`src/rtl/dbgchan_pkg.sv`:
```
package dbgchan_pkg;
   localparam int unsigned OFF_ACCESS = 'h00;
   localparam int unsigned OFF_CFG    = 'h08;
   localparam int unsigned OFF_STAT   = 'h10;
   localparam int unsigned OFF_RXDATA = 'h18;
   localparam int unsigned OFF_TXBASE = 'h20;
   localparam int unsigned TX_STRIDE  = 8;

   localparam int CFG_TXSEL_LSB = 18;
   localparam int CFG_RXSEL_LSB = 16;

   typedef enum logic [1:0] {
      TXI_OFF   = 2'd0,
      TXI_EMPTY = 2'd1,
      TXI_ROOM  = 2'd2,
      TXI_LOW   = 2'd3
   } tx_irq_e;

   typedef enum logic [1:0] {
      RXI_OFF   = 2'd0,
      RXI_FULL  = 2'd1,
      RXI_DATA  = 2'd2,
      RXI_HIGH  = 2'd3
   } rx_irq_e;
endpackage

```
`src/rtl/dbgchan_fifo.sv`:
```
module dbgchan_fifo #(
   parameter int DEPTH = 8,
   parameter int WIDTH = 36,
   localparam int PTR_W = $clog2(DEPTH),
   localparam int CNT_W = $clog2(DEPTH + 1)
) (
   input  logic             clk,
   input  logic             rst_n,
   input  logic             push,
   input  logic [WIDTH-1:0] din,
   input  logic             pop,
   output logic [WIDTH-1:0] dout,
   output logic [CNT_W-1:0] count,
   output logic             full,
   output logic             empty
);
   logic [WIDTH-1:0] mem [DEPTH];
   logic [PTR_W-1:0] wr_ptr, rd_ptr;
   logic             push_ok, pop_ok;

   assign full    = (count == CNT_W'(DEPTH));
   assign empty   = (count == '0);
   assign push_ok = push && !full;
   assign pop_ok  = pop && !empty;
   assign dout    = mem[rd_ptr];

   always_ff @(posedge clk) begin
      if (push_ok) mem[wr_ptr] <= din;
   end

   always_ff @(posedge clk) begin
      if (!rst_n) begin
         wr_ptr <= '0;
         rd_ptr <= '0;
         count  <= '0;
      end else begin
         if (push_ok) wr_ptr <= wr_ptr + PTR_W'(1);
         if (pop_ok)  rd_ptr <= rd_ptr + PTR_W'(1);
         case ({push_ok, pop_ok})
            2'b10:   count <= count + CNT_W'(1);
            2'b01:   count <= count - CNT_W'(1);
            default: count <= count;
         endcase
      end
   end
endmodule

```
`src/rtl/dbgchan_irq.sv`:
```
module dbgchan_irq
   import dbgchan_pkg::*;
#(
   parameter int TX_DEPTH = 8,
   parameter int RX_DEPTH = 8,
   localparam int TX_CW = $clog2(TX_DEPTH + 1),
   localparam int RX_CW = $clog2(RX_DEPTH + 1),
   localparam int TX_LOW_MARK  = TX_DEPTH / 4,
   localparam int RX_HIGH_MARK = (3 * RX_DEPTH) / 4
) (
   input  tx_irq_e          tx_sel,
   input  rx_irq_e          rx_sel,
   input  logic [TX_CW-1:0] tx_count,
   input  logic [RX_CW-1:0] rx_count,
   output logic             irq
);
   logic tx_hit, rx_hit;

   always_comb begin
      unique case (tx_sel)
         TXI_OFF:   tx_hit = 1'b0;
         TXI_EMPTY: tx_hit = (tx_count == '0);
         TXI_ROOM:  tx_hit = (tx_count < TX_CW'(TX_DEPTH));
         TXI_LOW:   tx_hit = (tx_count <= TX_CW'(TX_LOW_MARK));
         default:   tx_hit = 1'b0;
      endcase
   end

   always_comb begin
      unique case (rx_sel)
         RXI_OFF:   rx_hit = 1'b0;
         RXI_FULL:  rx_hit = (rx_count == RX_CW'(RX_DEPTH));
         RXI_DATA:  rx_hit = (rx_count != '0);
         RXI_HIGH:  rx_hit = (rx_count >= RX_CW'(RX_HIGH_MARK));
         default:   rx_hit = 1'b0;
      endcase
   end

   assign irq = tx_hit | rx_hit;
endmodule

```
`src/rtl/dbgchan_ctrl.sv`:
```
module dbgchan_ctrl
   import dbgchan_pkg::*;
#(
   parameter int ADDR_W   = 8,
   parameter int DATA_W   = 32,
   parameter int TAG_W    = 4,
   parameter int TX_DEPTH = 8,
   parameter int RX_DEPTH = 8
) (
   input  logic              clk,
   input  logic              rst_n,
   input  logic [ADDR_W-1:0] bus_addr,
   input  logic              bus_wr,
   input  logic [31:0]       bus_wdata,
   input  logic              bus_rd,
   output logic [31:0]       bus_rdata,
   output logic              tx_valid,
   input  logic              tx_ready,
   output logic [DATA_W-1:0] tx_data,
   output logic [TAG_W-1:0]  tx_tag,
   input  logic              rx_valid,
   output logic              rx_ready,
   input  logic [DATA_W-1:0] rx_data,
   input  logic [TAG_W-1:0]  rx_tag,
   output logic              irq
);
   localparam int NCHAN = 1 << TAG_W;
   localparam int ENT_W = DATA_W + TAG_W;
   localparam int TX_CW = $clog2(TX_DEPTH + 1);
   localparam int RX_CW = $clog2(RX_DEPTH + 1);
   localparam logic [ADDR_W-1:0] A_CFG    = ADDR_W'(OFF_CFG);
   localparam logic [ADDR_W-1:0] A_STAT   = ADDR_W'(OFF_STAT);
   localparam logic [ADDR_W-1:0] A_RXDATA = ADDR_W'(OFF_RXDATA);

   // elaboration-time parameter checks
   if (DATA_W != 32) begin : g_bad_data
      $error("DATA_W must be 32");
   end
   if (TAG_W < 1 || TAG_W > 4) begin : g_bad_tag
      $error("TAG_W must be 1..4");
   end
   if (TX_DEPTH < 4 || TX_DEPTH > 128 || (TX_DEPTH & (TX_DEPTH - 1)) != 0) begin : g_bad_txd
      $error("TX_DEPTH must be a power of two in 4..128");
   end
   if (RX_DEPTH < 4 || RX_DEPTH > 128 || (RX_DEPTH & (RX_DEPTH - 1)) != 0) begin : g_bad_rxd
      $error("RX_DEPTH must be a power of two in 4..128");
   end
   if (OFF_TXBASE + TX_STRIDE * (NCHAN - 1) >= (1 << ADDR_W)) begin : g_bad_addr
      $error("ADDR_W too narrow for the channel window");
   end

   // channel address decode
   logic [NCHAN-1:0] ch_hit;
   logic [TAG_W-1:0] wr_tag;
   logic             tx_push_req;

   for (genvar c = 0; c < NCHAN; c++) begin : g_chan
      assign ch_hit[c] = (bus_addr == ADDR_W'(OFF_TXBASE + TX_STRIDE * c));
   end

   always_comb begin
      wr_tag = '0;
      for (int c = 0; c < NCHAN; c++) begin
         if (ch_hit[c]) wr_tag = TAG_W'(c);
      end
   end

   assign tx_push_req = bus_wr && (|ch_hit);

   // transmit queue
   logic [ENT_W-1:0] tx_head;
   logic [TX_CW-1:0] tx_count;
   logic             tx_full, tx_empty;

   dbgchan_fifo #(.DEPTH(TX_DEPTH), .WIDTH(ENT_W)) u_txq (
      .clk   (clk),
      .rst_n (rst_n),
      .push  (tx_push_req),
      .din   ({wr_tag, bus_wdata}),
      .pop   (tx_ready),
      .dout  (tx_head),
      .count (tx_count),
      .full  (tx_full),
      .empty (tx_empty)
   );

   assign tx_valid = !tx_empty;
   assign tx_data  = tx_head[DATA_W-1:0];
   assign tx_tag   = tx_head[ENT_W-1:DATA_W];

   // receive queue
   logic [ENT_W-1:0] rx_head;
   logic [RX_CW-1:0] rx_count;
   logic             rx_full, rx_empty, rx_pop;

   assign rx_pop = bus_rd && (bus_addr == A_RXDATA);

   dbgchan_fifo #(.DEPTH(RX_DEPTH), .WIDTH(ENT_W)) u_rxq (
      .clk   (clk),
      .rst_n (rst_n),
      .push  (rx_valid),
      .din   ({rx_tag, rx_data}),
      .pop   (rx_pop),
      .dout  (rx_head),
      .count (rx_count),
      .full  (rx_full),
      .empty (rx_empty)
   );

   assign rx_ready = !rx_full;

   // configuration
   tx_irq_e tx_sel;
   rx_irq_e rx_sel;

   always_ff @(posedge clk) begin
      if (!rst_n) begin
         tx_sel <= TXI_OFF;
         rx_sel <= RXI_OFF;
      end else if (bus_wr && bus_addr == A_CFG) begin
         tx_sel <= tx_irq_e'(bus_wdata[CFG_TXSEL_LSB +: 2]);
         rx_sel <= rx_irq_e'(bus_wdata[CFG_RXSEL_LSB +: 2]);
      end
   end

   // read mux
   logic [3:0]  head_tag;
   logic [31:0] stat_word, cfg_word;

   assign head_tag  = rx_empty ? 4'h0 : 4'(rx_head[ENT_W-1:DATA_W]);
   assign stat_word = {8'(tx_count), 8'(rx_count), 8'h00, head_tag,
                       rx_empty, rx_full, tx_empty, tx_full};
   assign cfg_word  = {12'h000, tx_sel, rx_sel, 8'(TX_DEPTH), 8'(RX_DEPTH)};

   always_comb begin
      unique case (bus_addr)
         A_CFG:    bus_rdata = cfg_word;
         A_STAT:   bus_rdata = stat_word;
         A_RXDATA: bus_rdata = rx_empty ? 32'h0 : rx_head[31:0];
         default:  bus_rdata = 32'h0;
      endcase
   end

   dbgchan_irq #(.TX_DEPTH(TX_DEPTH), .RX_DEPTH(RX_DEPTH)) u_irq (
      .tx_sel   (tx_sel),
      .rx_sel   (rx_sel),
      .tx_count (tx_count),
      .rx_count (rx_count),
      .irq      (irq)
   );
endmodule

```
`config.mk`:
```
export PLATFORM = sky130hd
export DESIGN_NAME = dbgchan_ctrl
export DESIGN_NICKNAME = d
export VERILOG_FILES = /design/src/rtl/dbgchan_pkg.sv /design/src/rtl/dbgchan_fifo.sv /design/src/rtl/dbgchan_irq.sv /design/src/rtl/dbgchan_ctrl.sv
export SDC_FILE = /design/constraint.sdc
export NUM_CORES = 1
export LEC_CHECK = 0
export ABC_AREA = 1
export ABC_CLOCK_PERIOD_IN_PS = 4500
export BUFFER_PORTS_ARGS = -buffer_cell sky130_fd_sc_hd__clkbuf_2
export CAP_MARGIN = 20
export CORE_AREA = 2 2 288 290
export DETAILED_ROUTE_END_ITERATION = 8
export DIE_AREA = 0 0 290 292
export PLACE_DENSITY = 0.45
export SLEW_MARGIN = 30
export SYNTH_ARGS = -nofsm -noshare
export SYNTH_HDL_FRONTEND = slang
export SYNTH_SLANG_ARGS = --single-unit
```
`constraint.sdc`:
```
create_clock -name clk -period 4.5 [get_ports clk]
set_input_delay 0.225 -clock clk [delete_from_list [all_inputs] [get_ports clk]]
set_output_delay 0.225 -clock clk [all_outputs]
set_load 0.01 [all_outputs]
```
# Yosys cells after proc, flatten, opt, wreduce, memory -nomap -nowiden
# Memories as Yosys holds them, arrays and structs flattened. A register that Yosys moved wholly into a read port is not among the register bits.
# Index checks and enable logic that the tools add are counted.
# word_totals
word_cells	102
regBits	24
n_memories	2
out_inout_bits	71
mem_bits_rw	576
# op_classes
add_sub_neg	8
reduce_logical	19
mux	30
n_lt_le_gt_ge	3
n_eq_ne	31
bitwise	1
# memory_table
memory	words	word_bits	read_ports	rd_clocked_by_memory_dff	write_ports	line_no	text
u_rxq.mem	8	36	1	1	1	dbgchan_fifo.sv:17	logic [WIDTH-1:0] mem [DEPTH];
u_txq.mem	8	36	1	1	1	dbgchan_fifo.sv:17	
# op_table
op	count
32-bit case mux with 3 select lines	1
8-bit by 7-bit equality test with 1-bit output, second input constant	8
4-bit two-way mux	15
8-bit by 6-bit equality test with 1-bit output, second input constant	4
8-bit equality test, second input constant	4
32-bit two-way mux	1
8-bit by 5-bit equality test with 1-bit output, second input constant	2
4-bit case mux with 2 select lines	2
16-bit OR reduction	1
3-bit by 1-bit adder with 3-bit output, second input constant	4
2-bit equality test, second input constant	6
3-bit two-way mux	4
4-bit by 1-bit adder with 4-bit output, second input constant	2
2-bit by 1-bit equality test with 1-bit output, second input constant	4
4-bit equality test, second input constant	2
8-bit by 4-bit equality test with 1-bit output, second input constant	1
4-bit logical NOT	2
1-bit case mux with 4 select lines	2
4-bit by 1-bit subtractor with 4-bit output, second input constant	2
1-bit logical AND	7
1-bit two-way mux	5
4-bit by 3-bit greater-or-equal comparator with 1-bit output, second input constant	1
4-bit by 2-bit <= comparator with 1-bit output, second input constant	1
1-bit logical NOT	4
5 further kinds	7

# Logic depth before layout (Yosys ltp)
# Gate-level depths: netlist (run 1).
# logic_depth
ltp_word	16
mapped_depth	18

# Modules after synthesis
# Synthesis (run 1) repeated with hierarchy kept, for this count alone.
# hier_totals
cells_unflattened	2004
area_unflattened_um2	24735.0
# by_module_without_submodules
mod	seq_area_each_um2	cells_each	area_each_um2	instances
dbgchan_fifo	8908.5	904	11895.2	2
dbgchan_ctrl	80.1	173	853.3	1
dbgchan_irq	0.0	23	91.3	1

# Least setup slack after synthesis (run 1)
# Ideal clock, no wire load.
# synth_timing
path_kind	input to register
from	input port bus_addr[4]
to	memory u_txq.mem[0][0] (enable)
path_slack_ns	0.590
path_buffers	1
required_time_ns	4.026
arrival_time_ns	3.436
cell_stages	8
cell_sequence	buf_4 inv_4 nand2_1 nor2_1 nand2_1 nand4_2 nand3_1 nor3_1
# synth_between
elab_chain_cells	6
elab_cells_between_ends	21
# synth_lines
element	line_no	text
start, declared	dbgchan_ctrl.sv:12	input logic [ADDR_W-1:0] bus_addr,
8-bit by 6-bit equality test with 1-bit output (tied with other cells)	dbgchan_ctrl.sv:58	assign ch_hit[c] = (bus_addr == ADDR_W'(OFF_TXBASE + TX_STRIDE * c));
16-bit OR reduction *	dbgchan_ctrl.sv:68	assign tx_push_req = bus_wr && (|ch_hit);
1-bit logical AND *	dbgchan_ctrl.sv:68	
1-bit logical AND *	dbgchan_fifo.sv:23	assign push_ok = push && !full;
1-bit two-way mux *	dbgchan_fifo.sv:28	if (push_ok) mem[wr_ptr] <= din;
1-bit two-way mux (implied by the code) *	dbgchan_fifo.sv:28	
end, declared	dbgchan_fifo.sv:17	
# Mark *: on every way between the ends. The rest lies on a longest branch, timed or not.

==> results of run 1 <==
[worst min path at each step]
stage               startpoint                to
3_3_place_gp   u_txq.rd_ptr[2]              flop
5_1_grt          bus_wdata[16]  u_txq.mem[1][16]
4_1_cts          bus_wdata[16]  u_txq.mem[1][16]
3_5_place_dp   u_txq.rd_ptr[2]              flop
2_1_floorplan       rx_data[0]   u_rxq.mem[0][0]
6_report         bus_wdata[16]  u_txq.mem[1][16]
[state kept, by name, indices dropped and copies added (netlist names), named ones only]
signal        count
u_txq.mem       288
u_rxq.wr_ptr      3
u_rxq.rd_ptr      3
tx_sel            2
rx_sel            2
u_txq.count       4
u_rxq.mem       288
u_txq.rd_ptr      3
u_txq.wr_ptr      3
u_rxq.count       4
[synth_stat cells, types with 9 or more instances]
master,instances,area [µm²]
o32ai_1,72,631
nor3_1,9,45.0
nor2_1,350,1310
nand3_1,117,586
edfxtp_1,576,17300
inv_1,41,154
o221ai_1,14,123
ha_1,10,125
a21oi_1,39,195
nand2_1,338,1270
dfxtp_1,30,601
buf_2,50,250
o21ai_0,189,946
clkbuf_1,44,165
[through the flow]
| step | total power, µW | std cells | area, µm² | worst slack [ps] | hold WS, ps |
|---|---|---|---|---|---|
| 5_1_grt | 14700 | 3298 | 29200 | 596 | 45.8 |
| 4_1_cts | 14300 | 3297 | 29200 | 789 | 24.0 |
| 3_3_place_gp | 8860 | 3105 | 26400 | 1460 | 446 |
| 2_1_floorplan | 7950 | 1957 | 24400 | 590 | 324 |
| 3_5_place_dp | 8890 | 3110 | 26500 | 1470 | 466 |
| 6_report | 14000 | 3298 | 29200 | 876 | 43.2 |
[final cells by class]
cell class	count	area, µm²	share of cell area
Clock inverter	37	318	0.0109
Multi-Input combinational cell	1189	5860	0.200
Inverter	51	205	0.00702
Tap cell	1070	1340	0.0458
Antenna cell	1	2.50	0.0000856
Clock buffer	82	1790	0.0610
Timing Repair Buffer	262	1830	0.0625
Sequential cell	606	17900	0.612
[layer usage]
layer | vias to the layer above | track usage | share of wire
met5 | - | 0 | 0.00073
met1 | 7909 | 0.191 | 0.43
li1 | 7506 | - | -
met3 | 102 | 0.0307 | 0.048
met4 | 8 | 0.0432 | 0.021
met2 | 377 | 0.270 | 0.50
[cell families (layout without fill, tap and decap cells)]
group | count (synthesis) | after routing | synth area share
xor+xnor | 4 | 4 | 0.00144
simple gates | 837 | 837 | 0.142
compound gates | 336 | 336 | 0.0851
flops | 606 | 606 | 0.735
fa+ha+maj | 12 | 12 | 0.00678
buf+inv | 162 | 432 | 0.0296
other cells | 0 | 1 | 0
[power by group through the flow]
stage	Clock, µW	Sequential (µW)	Combinational, µW
4_1_cts	5430	6460	2370
5_1_grt	5660	6480	2560
6_report	5270	6460	2290
3_3_place_gp	0	6580	2280
3_5_place_dp	0	6580	2310
2_1_floorplan	0	6430	1530
[timing repair]
| action | 4_1_cts | 5_1_grt |
|---|---|---|
| buffers inserted | 0 | 0 |
| resized for setup | 0 | 0 |
| hold endpoints to repair | 537 | 0 |
| hold buffers | 68 | 0 |
==> impl_metrics.json, run 1 <==
{
  "timing.max_cap.violations": 0,
  "final_cell_mix": "edfxtp_1, nand2_1, nor2_1",
  "critical_path.top_delay_family": "buffers and inverters",
  "hold_path_class": "primary input to flop",
  "reg2reg_from": "u_txq.count[2]",
  "path_max_fanout": 81,
  "overflow": 0,
  "fp-row-count": 105,
  "utilization": 0.359,
  "synth_edf_count": 576,
  "die_h_um": 292,
  "drc": 0,
  "reg2reg_slack_ps": 1530,
  "period_share": 0.805,
  "clk_latency_ps": 600,
  "setup_viol": 0,
  "dr_total_vias": 15900,
  "gp_congestion": 0.767,
  "die_w_um": 290,
  "netlist_area_um2": 24400,
  "outcome": "completed",
  "finalClockSkew_ps": 21.3,
  "peakVddDrop_v": 0.000316,
  "synthToLayoutAreaGrowth_pct": 20.0,
  "power_density_nw_per_um2": 479,
  "slew_headroom": 0.388,
  "drtIter0Drc": 1030,
  "seq_area_frac_synth": 0.735,
  "path_clk_slew_ps": 60,
  "synth.avg_cell_area_um2": 12.4,
  "swShare": 0.280,
  "path_depth": 10,
  "clockRootBuffer": "clkbuf_16",
  "path_buf_inv": 2,
  "combPwrFrac": 0.163,
  "worst_path_max_delay_cell": "dfxtp_4",
  "p_int_uw": 10100,
  "worst-endpoint-arrival_ps": 3400,
  "fmax_ghz": 0.276,
  "drv_slew": 0,
  "routedWlPerCell_um": 19.9,
  "drive_above_1_share": 0.157,
  "hold_viol": 0,
  "firstDrtPassIters": 8,
  "p_seq_frac": 0.461,
  "synth_fp_nets": 2051,
  "ys_seq_elements": 606,
  "viasPerCell": 4.82,
  "antenna_found_initial": 5,
  "fillers": 7924,
  "cts_tree": "yes",
  "crit_required_ps": 4280,
  "htreeDepth": 3,
  "crit_type": "flop to output port",
  "grt_pass1_wl_mm": 98.9,
  "wirelength_mm": 65.6,
  "start_util": 0.299,
  "top_level_ports": 153,
  "p_sw_uw": 3920,
  "startpoint_type": "flop",
  "clkPwrFrac": 0.376,
  "worst_pin_slew_ps": 913,
  "finalCriticalPeriod_ps": 3620,
  "hold_depth": 1,
  "gr-usage-all-layers": 0.153,
  "slowest_delay_ps": 830,
  "first_global_vias": 15900,
  "die-area_um2": 84700,
  "leakagePower_uw": 0.0102,
  "cts_made_buffers": 69,
  "max-clock-path-buffers": 3,
  "r2r-end": "u_txq.mem[3][3]",
  "synth_ff_type": "edfxtp_1",
  "mostFrequentLayoutCell": "edfxtp_1",
  "rsz0062_at_grt": "false",
  "path_cells": "buf_4 > nor2_1 > nor2_1 > o21ai_0 > o21ai_0 > nand3_1 > nand3_1 > nand2_1 > nor2_1 > clkbuf_2",
  "crit_end": "bus_rdata[5]",
  "grt_start_max_net_pins": 82,
  "dp_hpwl_mm": 39.7,
  "synth_cell_types": 43,
  "fin_tns_setup_ps": 0,
  "ant_nets": 0,
  "yosys_warnings": 0,
  "async_reset_ff_frac": 0,
  "nNetsFinal": 2273,
  "io_buffer_count": 152,
  "coreArea_um2": 81600,
  "postSynthCellCount": 1957,
  "r2r.worst_path.cells": 5,
  "crit_top_cell": "nor2_1",
  "cp-end-kind": "output port",
  "clock-sinks": 606
}
No activity file was read; power rests on OpenSTA's default activity.
==> inputs of run 2 (changes only) <==
- ABC_CLOCK_PERIOD_IN_PS: 4500 -> 3000
- PLACE_DENSITY: 0.45 -> 0.47
- clock period: 4.5 -> 3 ns (I/O delays scaled with it)
==> run 2 against run 1 <==
Effect of this change: global-route usage down 0.17 points; worst setup slack lost 690 ps; critical path depth shrank 2; non-clock buffer count grew 11; power is 51% higher; critical endpoint is now bus_rdata[4].
==> impl_metrics.json, run 2 (synthesized netlist as in run 1, its figures left out) <==
{
  "antenna_found_initial": 2,
  "clk_latency_ps": 620,
  "cp-end-kind": "output port",
  "fp-row-count": 105,
  "min_to": "tx_sel[0]",
  "critical_path.top_delay_family": "buffers and inverters",
  "fin_tns_setup_ps": 0,
  "reg2reg_from": "u_txq.count[2]",
  "r2r.worst_path.cells": 13,
  "timing.max_cap.violations": 0,
  "ant_nets": 0,
  "path_clk_slew_ps": 60,
  "start_util": 0.299,
  "reg.largest.list": "u_rxq.mem (288), u_txq.mem (288)",
  "grt_start_max_net_pins": 145,
  "crit_type": "flop to output port",
  "path_buf_inv": 2,
  "place_ws_ps": 447,
  "top_level_ports": 153,
  "max-clock-path-buffers": 3,
  "setup_ws_ps": 187,
  "path_cells": "buf_12 > o21ai_0 > o21ai_0 > nand3_1 > nand3_1 > nand2_1 > nor2_1 > clkbuf_2",
  "hold_path_class": "primary input to flop",
  "dp_hpwl_mm": 37.3,
  "peakVddDrop_v": 0.000492,
  "cts_tree": "yes",
  "setup_viol": 0,
  "crit_required_ps": 2850,
  "fmax_ghz": 0.355,
  "worst-endpoint-arrival_ps": 2660,
  "mostFrequentLayoutCell": "edfxtp_1",
  "die_w_um": 290,
  "firstDrtPassIters": 7,
  "power_density_nw_per_um2": 713,
  "path_max_fanout": 80,
  "slowest_delay_ps": 400,
  "worst_pin_slew_ps": 829,
  "drive_above_1_share": 0.160,
  "gr-usage-all-layers": 0.152,
  "clockRootBuffer": "clkbuf_16",
  "cts_made_buffers": 69,
  "worst_path_max_delay_cell": "o21ai_0",
  "io_buffer_count": 152,
  "outcome": "completed",
  "wirelength_mm": 65.1,
  "finalClockSkew_ps": 32.7,
  "startpoint_type": "flop",
  "drc": 0,
  "synthToLayoutAreaGrowth_pct": 21.5,
  "drv_slew": 0,
  "power_uw": 21100,
  "dr_total_vias": 16000,
  "nNetsFinal": 2284,
  "final_cell_mix": "edfxtp_1, nand2_1, nor2_1",
  "finalCriticalPeriod_ps": 2810,
  "htreeDepth": 3,
  "die-area_um2": 84700,
  "rsz0062_at_grt": "false",
  "hold-worst-slack_ps": 48.4,
  "period_share": 0.938,
  "coreArea_um2": 81600,
  "slew_headroom": 0.443,
  "reg2reg_slack_ps": 420,
  "hp-start": "bus_wr",
  "first_global_vias": 16000,
  "drtIter0Drc": 1024,
  "routedWlPerCell_um": 19.6,
  "grt_pass1_wl_mm": 98.0,
  "hold_depth": 4,
  "r2r-end": "u_txq.count[3]",
  "die_h_um": 292,
  "leakagePower_uw": 0.0104,
  "overflow": 0,
  "hold_viol": 0,
  "viasPerCell": 4.81,
  "gp_congestion": 0.813,
  "clock-sinks": 606
}
[run 2: cell count changes in the layout (fill, tap and decap cells not counted), moves of 3 or more]
cell           before  now
clkinvlp_4          7    2
clkinv_2           10   17
buf_4              36   28
clkinv_1           13   17
dlygate4sd3_1      68   71
inv_6               4    1
buf_12              1   20
[run 2: routing by layer]
| metal | routed length, µm | global-route usage | up-vias |
|---|---|---|---|
| met1 | 28600 | 0.194 | 7903 |
| met4 | 1510 | 0.0451 | 0 |
| met3 | 3730 | 0.0320 | 95 |
| li1 | - | - | 7536 |
| met5 | 0 | 0 | - |
| met2 | 31300 | 0.258 | 419 |
[run 2: how the worst max path moves through the flow]
| stage | start | end | cells after the start |
|---|---|---|---|
| final | flop | bus_rdata[4] | 8 |
| after global routing | flop | bus_rdata[5] | 9 |
| after detailed placement | bus_addr[4] | u_txq.count[3] | 18 |
| after floorplan | u_txq.count[2] | u_txq.mem[2][0] | 4 |
| after global placement | bus_addr[4] | u_txq.count[3] | 18 |
| after CTS | flop | bus_rdata[5] | 8 |
[run 2: final cells by class]
cell class,instances,area (µm²)
Fill cell,7881,52000
Sequential cell,606,17900
Multi-Input combinational cell,1189,5870
Timing Repair Buffer,273,2110
Clock buffer,84,1840
Tap cell,1070,1340
Clock inverter,41,318
Inverter,51,208
Antenna cell,2,5.00
[run 2: worst reg2reg max path, cell delays in order, from the launching register on]
cell     delay, ps
dfxtp_1        360
inv_1          140
a31oi_1        470
nand2_1        230
ha_1           290
ha_1           300
nand2_1         70
inv_1           30
o21ai_0        190
nand3_1        120
nand3_1        120
nand2_1         50
nand2_1         60
nor2_1          50
[run 2: repair_timing]
item	CTS	global route
hold buffers	71	0
resized for setup	0	5
buffers inserted	0	1
endpoints found under the hold margin	556	0
setup endpoints to repair	0	8
[run 2: where the power goes]
group | internal (µW) | switching (µW) | total (µW)
Combinational | 1230 | 2390 | 3620
Sequential | 9420 | 93.0 | 9510
Clock | 4580 | 3400 | 7980
[run 2: metrics by stage]
stage / util / area, µm² / cells
after floorplan: - / 24400 / 1957
after global placement: 0.327 / 26700 / 3117
after detailed placement: 0.327 / 26700 / 3117
after CTS: 0.362 / 29600 / 3313
after global routing: 0.363 / 29600 / 3316
final: 0.363 / 29600 / 3316
==> inputs of run 3 (changes only) <==
- RECOVER_POWER: not set -> 100
==> run 3 against run 2 <==
Effect of this change: utilization shrank 0.53 points; via count grew 0.40%; design area shrank 1.5%; final cell count is the same; register-to-register slack lost 180 ps; non-clock buffer count is the same; worst setup slack lost 10 ps; first-iteration DRC count grew 3.9%; maximum frequency shrank 0.36%; sequential power is essentially flat; die area is the same.
==> impl_metrics.json, run 3 (synthesized netlist as in run 1, its figures left out) <==
{
  "finalClockSkew_ps": 31.6,
  "worst-endpoint-arrival_ps": 2670,
  "hold_depth": 4,
  "design_area_um2": 29200,
  "startpoint_type": "primary input",
  "crit_end": "bus_rdata[16]",
  "finalCriticalPeriod_ps": 2820,
  "drc": 0,
  "path_depth": 8,
  "path_cells": "clkbuf_1 > nor2_1 > nand3_1 > nor2_1 > clkbuf_1 > nand2_4 > o211ai_1 > clkbuf_2",
  "hold-worst-slack_ps": 36.2,
  "path_buf_inv": 3,
  "critical_path.top_delay_family": "simple AND/OR/NAND/NOR gates",
  "clockRootBuffer": "clkbuf_16",
  "p_seq_frac": 0.453,
  "fin_tns_setup_ps": 0,
  "grt_pass1_wl_mm": 98.0,
  "grt_start_max_net_pins": 145,
  "worst_path_max_delay_cell": "clkbuf_1",
  "max-clock-path-buffers": 3,
  "clkPwrFrac": 0.380,
  "io_buffer_count": 152,
  "clock-sinks": 606,
  "crit_type": "primary input to output port",
  "clk_latency_ps": 620,
  "cp-end-kind": "output port",
  "cts_made_buffers": 69,
  "hold_path_class": "primary input to flop",
  "power_density_nw_per_um2": 720,
  "first_global_vias": 16000,
  "reg.largest.list": "u_rxq.mem (288), u_txq.mem (288)",
  "leakagePower_uw": 0.00991,
  "hp-start": "bus_wr",
  "instances_no_fill": 3316,
  "antenna_found_initial": 3,
  "drive_above_1_share": 0.0971,
  "overflow": 0,
  "dr_total_vias": 16000,
  "cp-startpoint": "bus_addr[1]",
  "r2r.worst_path.cells": 7,
  "synthToLayoutAreaGrowth_pct": 19.7,
  "die-area_um2": 84700,
  "routedWlPerCell_um": 19.7,
  "ant_nets": 0,
  "fmax_ghz": 0.354,
  "viasPerCell": 4.83,
  "reg2reg_from": "u_rxq.count[1]",
  "setup_viol": 0,
  "rsz0062_at_grt": "false",
  "fp-row-count": 105,
  "timing.max_cap.violations": 0,
  "gr-usage-all-layers": 0.152,
  "final_cell_mix": "edfxtp_1, nor2_1, nand2_1",
  "worst_pin_slew_ps": 969,
  "top_level_ports": 153,
  "peakVddDrop_v": 0.000482,
  "gp_congestion": 0.813,
  "hold_viol": 0,
  "dp.cells": 3117,
  "drv_slew": 0,
  "path_max_fanout": 10,
  "drtIter0Drc": 1064,
  "cts_tree": "yes",
  "wirelength_mm": 65.2,
  "die_w_um": 290,
  "p_int_uw": 15100,
  "place_area_um2": 26700,
  "dp_hpwl_mm": 37.3,
  "coreArea_um2": 81600,
  "power_uw": 21000,
  "die_h_um": 292,
  "htreeDepth": 3,
  "combPwrFrac": 0.167,
  "crit_required_ps": 2850,
  "p_sw_uw": 5870,
  "nNetsFinal": 2284,
  "slew_headroom": 0.354,
  "outcome": "completed",
  "period_share": 0.941,
  "path_clk_slew_ps": 50,
  "reg2reg_slack_ps": 240,
  "firstDrtPassIters": 5,
  "mostFrequentLayoutCell": "edfxtp_1",
  "start_util": 0.299,
  "swShare": 0.280,
  "r2r-end": "u_rxq.mem[6][10]",
  "slowest_delay_ps": 550
}
## run 3: power groups by stage
stage | Sequential, µW | Clock [µW] | Combinational [µW]
6_report | 9510 | 7980 | 3500
5_1_grt | 9520 | 8500 | 3930
4_1_cts | 9510 | 8180 | 3700
3_5_place_dp | 9690 | 0 | 3610
3_3_place_gp | 9680 | 0 | 3560
2_1_floorplan | 9640 | 0 | 2290
## run 3: worst min-delay path by stage
stage	end	slack [ps]
after floorplan	u_rxq.mem[0][0]	250
after global placement	u_rxq.mem[7][14]	430
after detailed placement	u_rxq.mem[4][14]	430
after CTS	tx_sel[0]	30
after global routing	rx_sel[1]	70
final	tx_sel[0]	40
## run 3: area by class of cell
class                           count  area (µm²)
Timing Repair Buffer              273        1790
Clock buffer                       84        1840
Tap cell                         1070        1340
Inverter                           51         205
Fill cell                        7979       52400
Clock inverter                     41         318
Antenna cell                        2        5.00
Sequential cell                   606       17900
Multi-Input combinational cell   1189        5770
## run 3: worst register-to-register path, delay by kind of cell, from the launching register on
family	cells	cell delay [ps]
DFF	1	370
buffers and inverters	2	630
and+or+nand+nor	5	1270
## run 3: layer usage
layer	track usage	up-vias	part of all wire
li1	-	7530	-
met1	0.194	7934	0.44
met2	0.258	449	0.48
met3	0.0320	102	0.057
met4	0.0451	2	0.024
met5	0	-	0.00018
## run 3: what timing repair did
action                                  4_1_cts  5_1_grt
hold buffers                                 71        0
setup buffers                                 0        1
endpoints found under the hold margin       556        0
resized for setup                             0        5
endpoints found under the setup margin        0        8
## run 3: metrics by stage
step,util,worst slack (ps)
2_1_floorplan,-,66.3
3_3_place_gp,0.327,470
3_5_place_dp,0.327,447
4_1_cts,0.362,13.9
5_1_grt,0.358,37.3
6_report,0.358,176
